--- src/rtl/wdt_recovery_ctrl.sv ---
module wdt_recovery_ctrl #(
  parameter int FSEL_W = 4,
  parameter logic [FSEL_W-1:0] BOOT_SEL = '0,
  parameter logic [FSEL_W-1:0] RECOVERY_SEL = 4'h5,
  parameter int SHORT_TICKS = 3,
  parameter int LONG_TICKS = 8,
  parameter int RST_CYCLES = 4
) (
  input  logic              clk,
  input  logic              rst_n,
  input  logic              tick_in,
  input  logic              reg_we,
  input  logic              reg_addr,
  input  logic [7:0]        reg_wdata,
  output logic [7:0]        reg_rdata,
  input  logic              freq_req,
  input  logic [FSEL_W-1:0] freq_req_sel,
  output logic [FSEL_W-1:0] freq_sel,
  output logic              sys_rst,
  output logic              locked
);
  localparam int CNT_W = $clog2(32 * LONG_TICKS + 1);
  localparam int RST_W = $clog2(RST_CYCLES + 1);

  logic [4:0]       tmo_field;
  logic             pre_long;
  logic             en, status, rst_on_to, rst_on_fc;
  logic             armed;
  logic [CNT_W-1:0] remain;
  logic [RST_W-1:0] rst_left;

  wire wr_cfg     = reg_we && !reg_addr;
  wire wr_ctl     = reg_we && reg_addr;
  wire disable_wr = wr_ctl && !reg_wdata[0];

  wire [CNT_W-1:0] unit_len = pre_long ? CNT_W'(LONG_TICKS) : CNT_W'(SHORT_TICKS);
  wire [CNT_W-1:0] load_val = CNT_W'(tmo_field + 6'd1) * unit_len;

  wire expire_hit = armed && tick_in && (remain == CNT_W'(1)) && !disable_wr;
  wire fc_accept  = freq_req && !locked && !expire_hit;
  wire rst_fire   = (expire_hit && rst_on_to) || (fc_accept && rst_on_fc);

  assign reg_rdata = reg_addr ? {4'b0, rst_on_fc, rst_on_to, status, en}
                              : {2'b0, pre_long, tmo_field};
  assign sys_rst   = (rst_left != '0);

  always_ff @(posedge clk or negedge rst_n) begin
    if (!rst_n) begin
      tmo_field <= 5'h1F;
      pre_long  <= 1'b0;
      en        <= 1'b0;
      rst_on_to <= 1'b0;
      rst_on_fc <= 1'b0;
    end else begin
      if (wr_cfg) begin
        tmo_field <= reg_wdata[4:0];
        pre_long  <= reg_wdata[5];
      end
      if (wr_ctl) begin
        en        <= reg_wdata[0];
        rst_on_to <= reg_wdata[2];
        rst_on_fc <= reg_wdata[3];
      end
    end
  end

  always_ff @(posedge clk or negedge rst_n) begin
    if (!rst_n)                      status <= 1'b0;
    else if (expire_hit)             status <= 1'b1;
    else if (wr_ctl && reg_wdata[1]) status <= 1'b0;
  end

  always_ff @(posedge clk or negedge rst_n) begin
    if (!rst_n) begin
      armed  <= 1'b0;
      locked <= 1'b0;
      remain <= '0;
    end else if (disable_wr) begin
      armed  <= 1'b0;
      locked <= 1'b0;
      remain <= load_val;
    end else if (expire_hit) begin
      armed  <= 1'b0;
      locked <= 1'b1;
    end else if (fc_accept && en) begin
      armed  <= 1'b1;
      remain <= load_val;
    end else if (armed && tick_in) begin
      remain <= remain - CNT_W'(1);
    end
  end

  always_ff @(posedge clk or negedge rst_n) begin
    if (!rst_n)          freq_sel <= BOOT_SEL;
    else if (expire_hit) freq_sel <= RECOVERY_SEL;
    else if (fc_accept)  freq_sel <= freq_req_sel;
  end

  always_ff @(posedge clk or negedge rst_n) begin
    if (!rst_n)                rst_left <= '0;
    else if (rst_fire)         rst_left <= RST_W'(RST_CYCLES);
    else if (rst_left != '0)   rst_left <= rst_left - RST_W'(1);
  end
endmodule

--- config.mk ---
export PLATFORM = sky130hd
export DESIGN_NAME = wdt_recovery_ctrl
export DESIGN_NICKNAME = d
export VERILOG_FILES = /design/src/rtl/wdt_recovery_ctrl.sv
export SDC_FILE = /design/constraint.sdc
export NUM_CORES = 1
export LEC_CHECK = 0
export ABC_AREA = 1
export BUFFER_PORTS_ARGS = -buffer_cell sky130_fd_sc_hd__buf_2
export CAP_MARGIN = 20
export CELL_PAD_IN_SITES_DETAIL_PLACEMENT = 1
export CELL_PAD_IN_SITES_GLOBAL_PLACEMENT = 1
export CORE_UTILIZATION = 41
export CTS_CLUSTER_SIZE = 8
export DETAILED_ROUTE_END_ITERATION = 10
export HOLD_SLACK_MARGIN = 0.1
export PLACE_DENSITY = 0.86
export SLEW_MARGIN = 30
export SYNTH_ARGS = -nofsm -noshare
export SYNTH_HDL_FRONTEND = slang
export SYNTH_SLANG_ARGS = --single-unit
--- constraint.sdc ---
create_clock -name clk -period 3.6 [get_ports clk]
set_input_delay 0.18 -clock clk [delete_from_list [all_inputs] [get_ports clk]]
set_output_delay 0.18 -clock clk [all_outputs]
set_load 0.005 [all_outputs]
---- Word-level counts from Yosys, hierarchy flattened ----
Cells that the tools add are included.
cells by class
  reductions and logical operators ........ 26
  equality and inequality tests ........... 2
  multipliers ............................. 1
  muxes and demuxes ....................... 17
  add/sub/neg operators ................... 3
operators by type and width
  cell                                                                count
  9-bit two-way mux                                                   4
  1-bit logical AND                                                   12
  4-bit two-way mux                                                   3
  9-bit by 1-bit == test with 1-bit output, second input constant     1
  6-bit by 4-bit multiplier with 9-bit output                         1
  3-bit nonzero test                                                  3
  9-bit by 1-bit subtractor with 9-bit output, second input constant  1
  2-bit nonzero test                                                  4
  1-bit two-way mux                                                   7
  5-bit by 1-bit adder with 6-bit output, second input constant       1
  3-bit two-way mux                                                   2
  6-bit two-way mux                                                   1
  1-bit zero test                                                     5
  3-bit by 1-bit subtractor with 3-bit output, second input constant  1
  2-bit inequality test, second input constant                        1
  2-bit AND reduction                                                 1
  1-bit logical OR                                                    1
storage, ports and cells
  output and inout port bits .............. 14
  word-level logic and storage cells ...... 60
  bits of input ports ..................... 18
  flip-flop bits (word level) ............. 28

---- Depth between registers and ports, before layout ----
  depth in word-level cells ............... 10
  mapped depth ............................ 19
  mapped depth without buffers ............ 19

---- Worst setup path before layout ----
OpenSTA, ideal clock, no wires.
  path type ............................... reg-to-reg
  start ................................... reg tmo_field[0]
  end ..................................... reg remain[7]
  setup slack ............................. 0.744 ns
  required time ........................... 3.484 ns
  cell stages (with the launch flop) ...... 17
  setup time .............................. 0.116 ns
  arrival ................................. 2.739 ns
  path buffers ............................ 0
  clock period less this slack ............ 2.856 ns
  cell sequence ........................... dfstp_2 -> ha_1 -> nand3_1 -> xor2_1 -> nor2_1 -> a21oi_1 -> fa_1 -> inv_1 -> ha_1 -> nand2_1 -> or2_2 -> nand4_1 -> nand2_1 -> nand2_1 -> nand2_1 -> nand2_1 -> nand2_1
between the ends
  longest elaborated chain between the ends .. 5
ends and longest elaborated chain
  item                                             line  source
  from (decl)                                      25    logic [4:0] tmo_field;
  from (signal assigned)                           56    tmo_field <= reg_wdata[4:0];
  5-bit by 1-bit adder with 6-bit output (*)       37    wire [CNT_W-1:0] load_val = CNT_W'(tmo_field + 6'd1) * unit_len;
  6-bit by 4-bit multiplier with 9-bit output (*)  37
  9-bit two-way mux                                85    end else if (fc_accept && en) begin
  9-bit two-way mux                                82    end else if (expire_hit) begin
  9-bit two-way mux (*)                            78    end else if (disable_wr) begin
  to (signal assigned)                             81    remain <= load_val;
  to (signal assigned)                             87    remain <= load_val;
  to (signal assigned)                             89    remain <= remain - CNT_W'(1);
  to (decl)                                        29    logic [CNT_W-1:0] remain;
Mark *: on every way between the ends. The rest lies on a longest branch, timed or not. The select of a mux whose other input is x is not followed.
A chain may end at the register's enable or synchronous reset.

---- Worst setup path in the final report ----
  start ................................... reg tmo_field[0]
  end ..................................... reg remain[8]
The elaborated chain is that of the path after synthesis.

==> impl_metrics.tcl <==
set metrics [dict create \
    antenna_found_initial 0 \
    cts_setup_buffers 0 \
    outcome "finished, final reports clean" \
    dieWidth_um 73.9 \
    grt_overflow 0 \
    wl_mm 5.13 \
    post_cts_resized 0 \
    cp_max_fo 6 \
    drive_gt1_share_pct 15.4 \
    postLayoutCellArea_sq_mm 0.00237 \
    route.vias.total 1903 \
    max_stage_delay_ns 0.58 \
    hold_viol_final 0 \
    ys_ff_latch 28 \
    grt_pass1_wl_mm 9.20 \
    ys_warn_count 0 \
    fmax_mhz 315 \
    cp_common_cell "nand2_1" \
    grt_pass1_vias 2030 \
    clk_path_buf_depth 2 \
    track_usage_pct 22.0 \
    ys_async_sr_fraction_pct 100 \
    p_per_area_mw_per_mm2 603 \
    min_path_type "in -> reg" \
    wl_per_cell_um 13.3 \
    cts_root_buffer "clkbuf_8" \
    synth_edf_count 0 \
    cp_slowest_cell "dfstp_2" \
    htreeDepth 1 \
    firstDrtPassIters 4 \
    fin_crit_ns 3.18 \
    dieHeight_um 73.9 \
    grt_max_degree 29 \
    slew_viol_final 0 \
    die_area_sq_mm 0.00546 \
    worstSetupEndpointType "flop" \
    cts_tree "yes" \
    n_antenna_cell 0 \
    drc 0 \
    ant_nets 0 \
    syn_area_sq_mm 0.00212 \
    cp_num_buf_inv 2 \
    skew_ns 0.00812 \
    num_io_pins 32 \
    rsz0062_at_grt "no" \
    drtIter0Drc 67 \
    tightest_slew_ns 0.664 \
    slew_headroom_pct 55.4 \
    p_leak_nw 1.33 \
    fin_crit_sh_pct 88.2 \
    syn2layout_area_growth_pct 12.0 \
    placed_area_sq_mm 0.00231 \
    port_buffers 27 \
    setup_viol 0 \
    start_util_pct 43.7 \
    clock_latency_ns 0.28 \
    final_common_cell "nand2_1" \
    required_ns 3.79 \
    avgSynthCellArea_sq_um 7.36 \
    arrival_ns 3.36 \
    most-common-layout-cells "nand2_1, inv_1, buf_2, dfrtp_1, nand3_1" \
    yosysSeqAreaShare_pct 33.4 \
    hpwl_mm 4.03 \
    hold_buffers 2 \
    clock-sinks 28 \
    ys_types 34 \
    synth_cells 288 \
    power_mw 1.43 \
    path_class "reg -> reg" \
    path_clk_slew_ns 0.10 \
    crit_family "simple AND/OR/NAND/NOR gates" \
    ir_drop_mv 0.277 \
    synth_flop_cell "dfrtp_1" \
    cap_violations 0 \
    fin_setup_tns_ns 0 \
    num_rows 25 \
    path_cells "inv_1 > nor2_1 > xor2_1 > nor2_1 > o21bai_1 > fa_1 > ha_1 > nand2_1 > nor2_1 > nand2_1 > nand3_1 > inv_1 > nand2_1 > nand2_1 > nand2_1 > nand2_1 > nand2_1 > nand2_1" \
    fin_nets 356 \
    cts_made_buffers 3 \
    gp_congestion 0.844 \
    core_area_sq_mm 0.00485 \
    vias_per_cell 4.94 \
    crit_path_start_kind "flop" \
]
## through the flow
stage | utilization, % | instances | setup WS (ns) | hold WS (ns)
finish | 49.0 | 385 | 0.424 | 0.125
global route | 49.0 | 385 | 0.0564 | 0.132
CTS | 49.0 | 385 | 0.404 | 0.124
detailed placement | 47.6 | 379 | 0.424 | 0.249
global placement | 47.6 | 379 | 0.529 | 0.237
floorplan | - | 292 | 0.744 | -0.116
## path summary, 6_finish.rpt
| kind | slack [ns] | to | from | cells after the start |
|---|---|---|---|---|
| setup / recovery | 0.42 | remain[8] | tmo_field[0] | 18 |
| hold / removal | 0.12 | freq_sel[0] | freq_req_sel[0] | 2 |
| setup reg to reg | 0.42 | remain[8] | tmo_field[0] | 18 |
| hold reg to reg | 0.49 | remain[6] | remain[6] | 2 |
| max in group asynchronous | 2.70 | en | rst_n | 2 |
| min in group asynchronous | 0.46 | rst_left[1] | rst_n | 2 |
## synthesized netlist by cell type (all sizes together), types with 3 or more instances
cell | number | area [sq um]
nor3 | 3 | 15.0
nand2 | 96 | 370
inv | 41 | 156
dfrtp | 23 | 576
o21ai | 15 | 78.8
nand4 | 4 | 25.0
xor2 | 11 | 96.3
nor2 | 18 | 72.6
ha | 16 | 200
fa | 3 | 60.1
a21oi | 8 | 40.0
dfstp | 5 | 131
nand3 | 25 | 160
buf | 5 | 36.3
## area by class of cell
type                       instances  area, sq um
timing repair buffer              29          155
inverter                          41          156
sequential                        28          707
fill                             645         2470
tap                               67         83.8
clock buffer                       4         45.0
multi-input combinational        216         1230
## sequential cells by signal, indices dropped and copies added (netlist names), 3 cells and up
signal,count
tmo_field,5
rst_left,3
remain,9
freq_sel,4
## power by group
part	switching, mW	internal, mW	total [mW]
sequential	0.0877	0.418	0.506
clock	0.103	0.0797	0.182
combinational	0.449	0.295	0.744
## cell families after synthesis
kind of cell | synth area share [%]
AOI/OAI and AO/OA | 8.15
xor gates and xnor gates | 5.38
adders and majority gates | 12.3
buffers and inverters | 9.45
DFF | 33.4
other | 0.355
and+or+nand+nor | 31.0
## layer usage
layer,global-route usage (%),routed length [um],vias up
li1,-,-,959
met1,28.2,2390,916
met2,39.4,2580,23
met3,1.51,100,5
met4,6.20,61,0
met5,0,0,-
(Power assumes the default switching activity.)
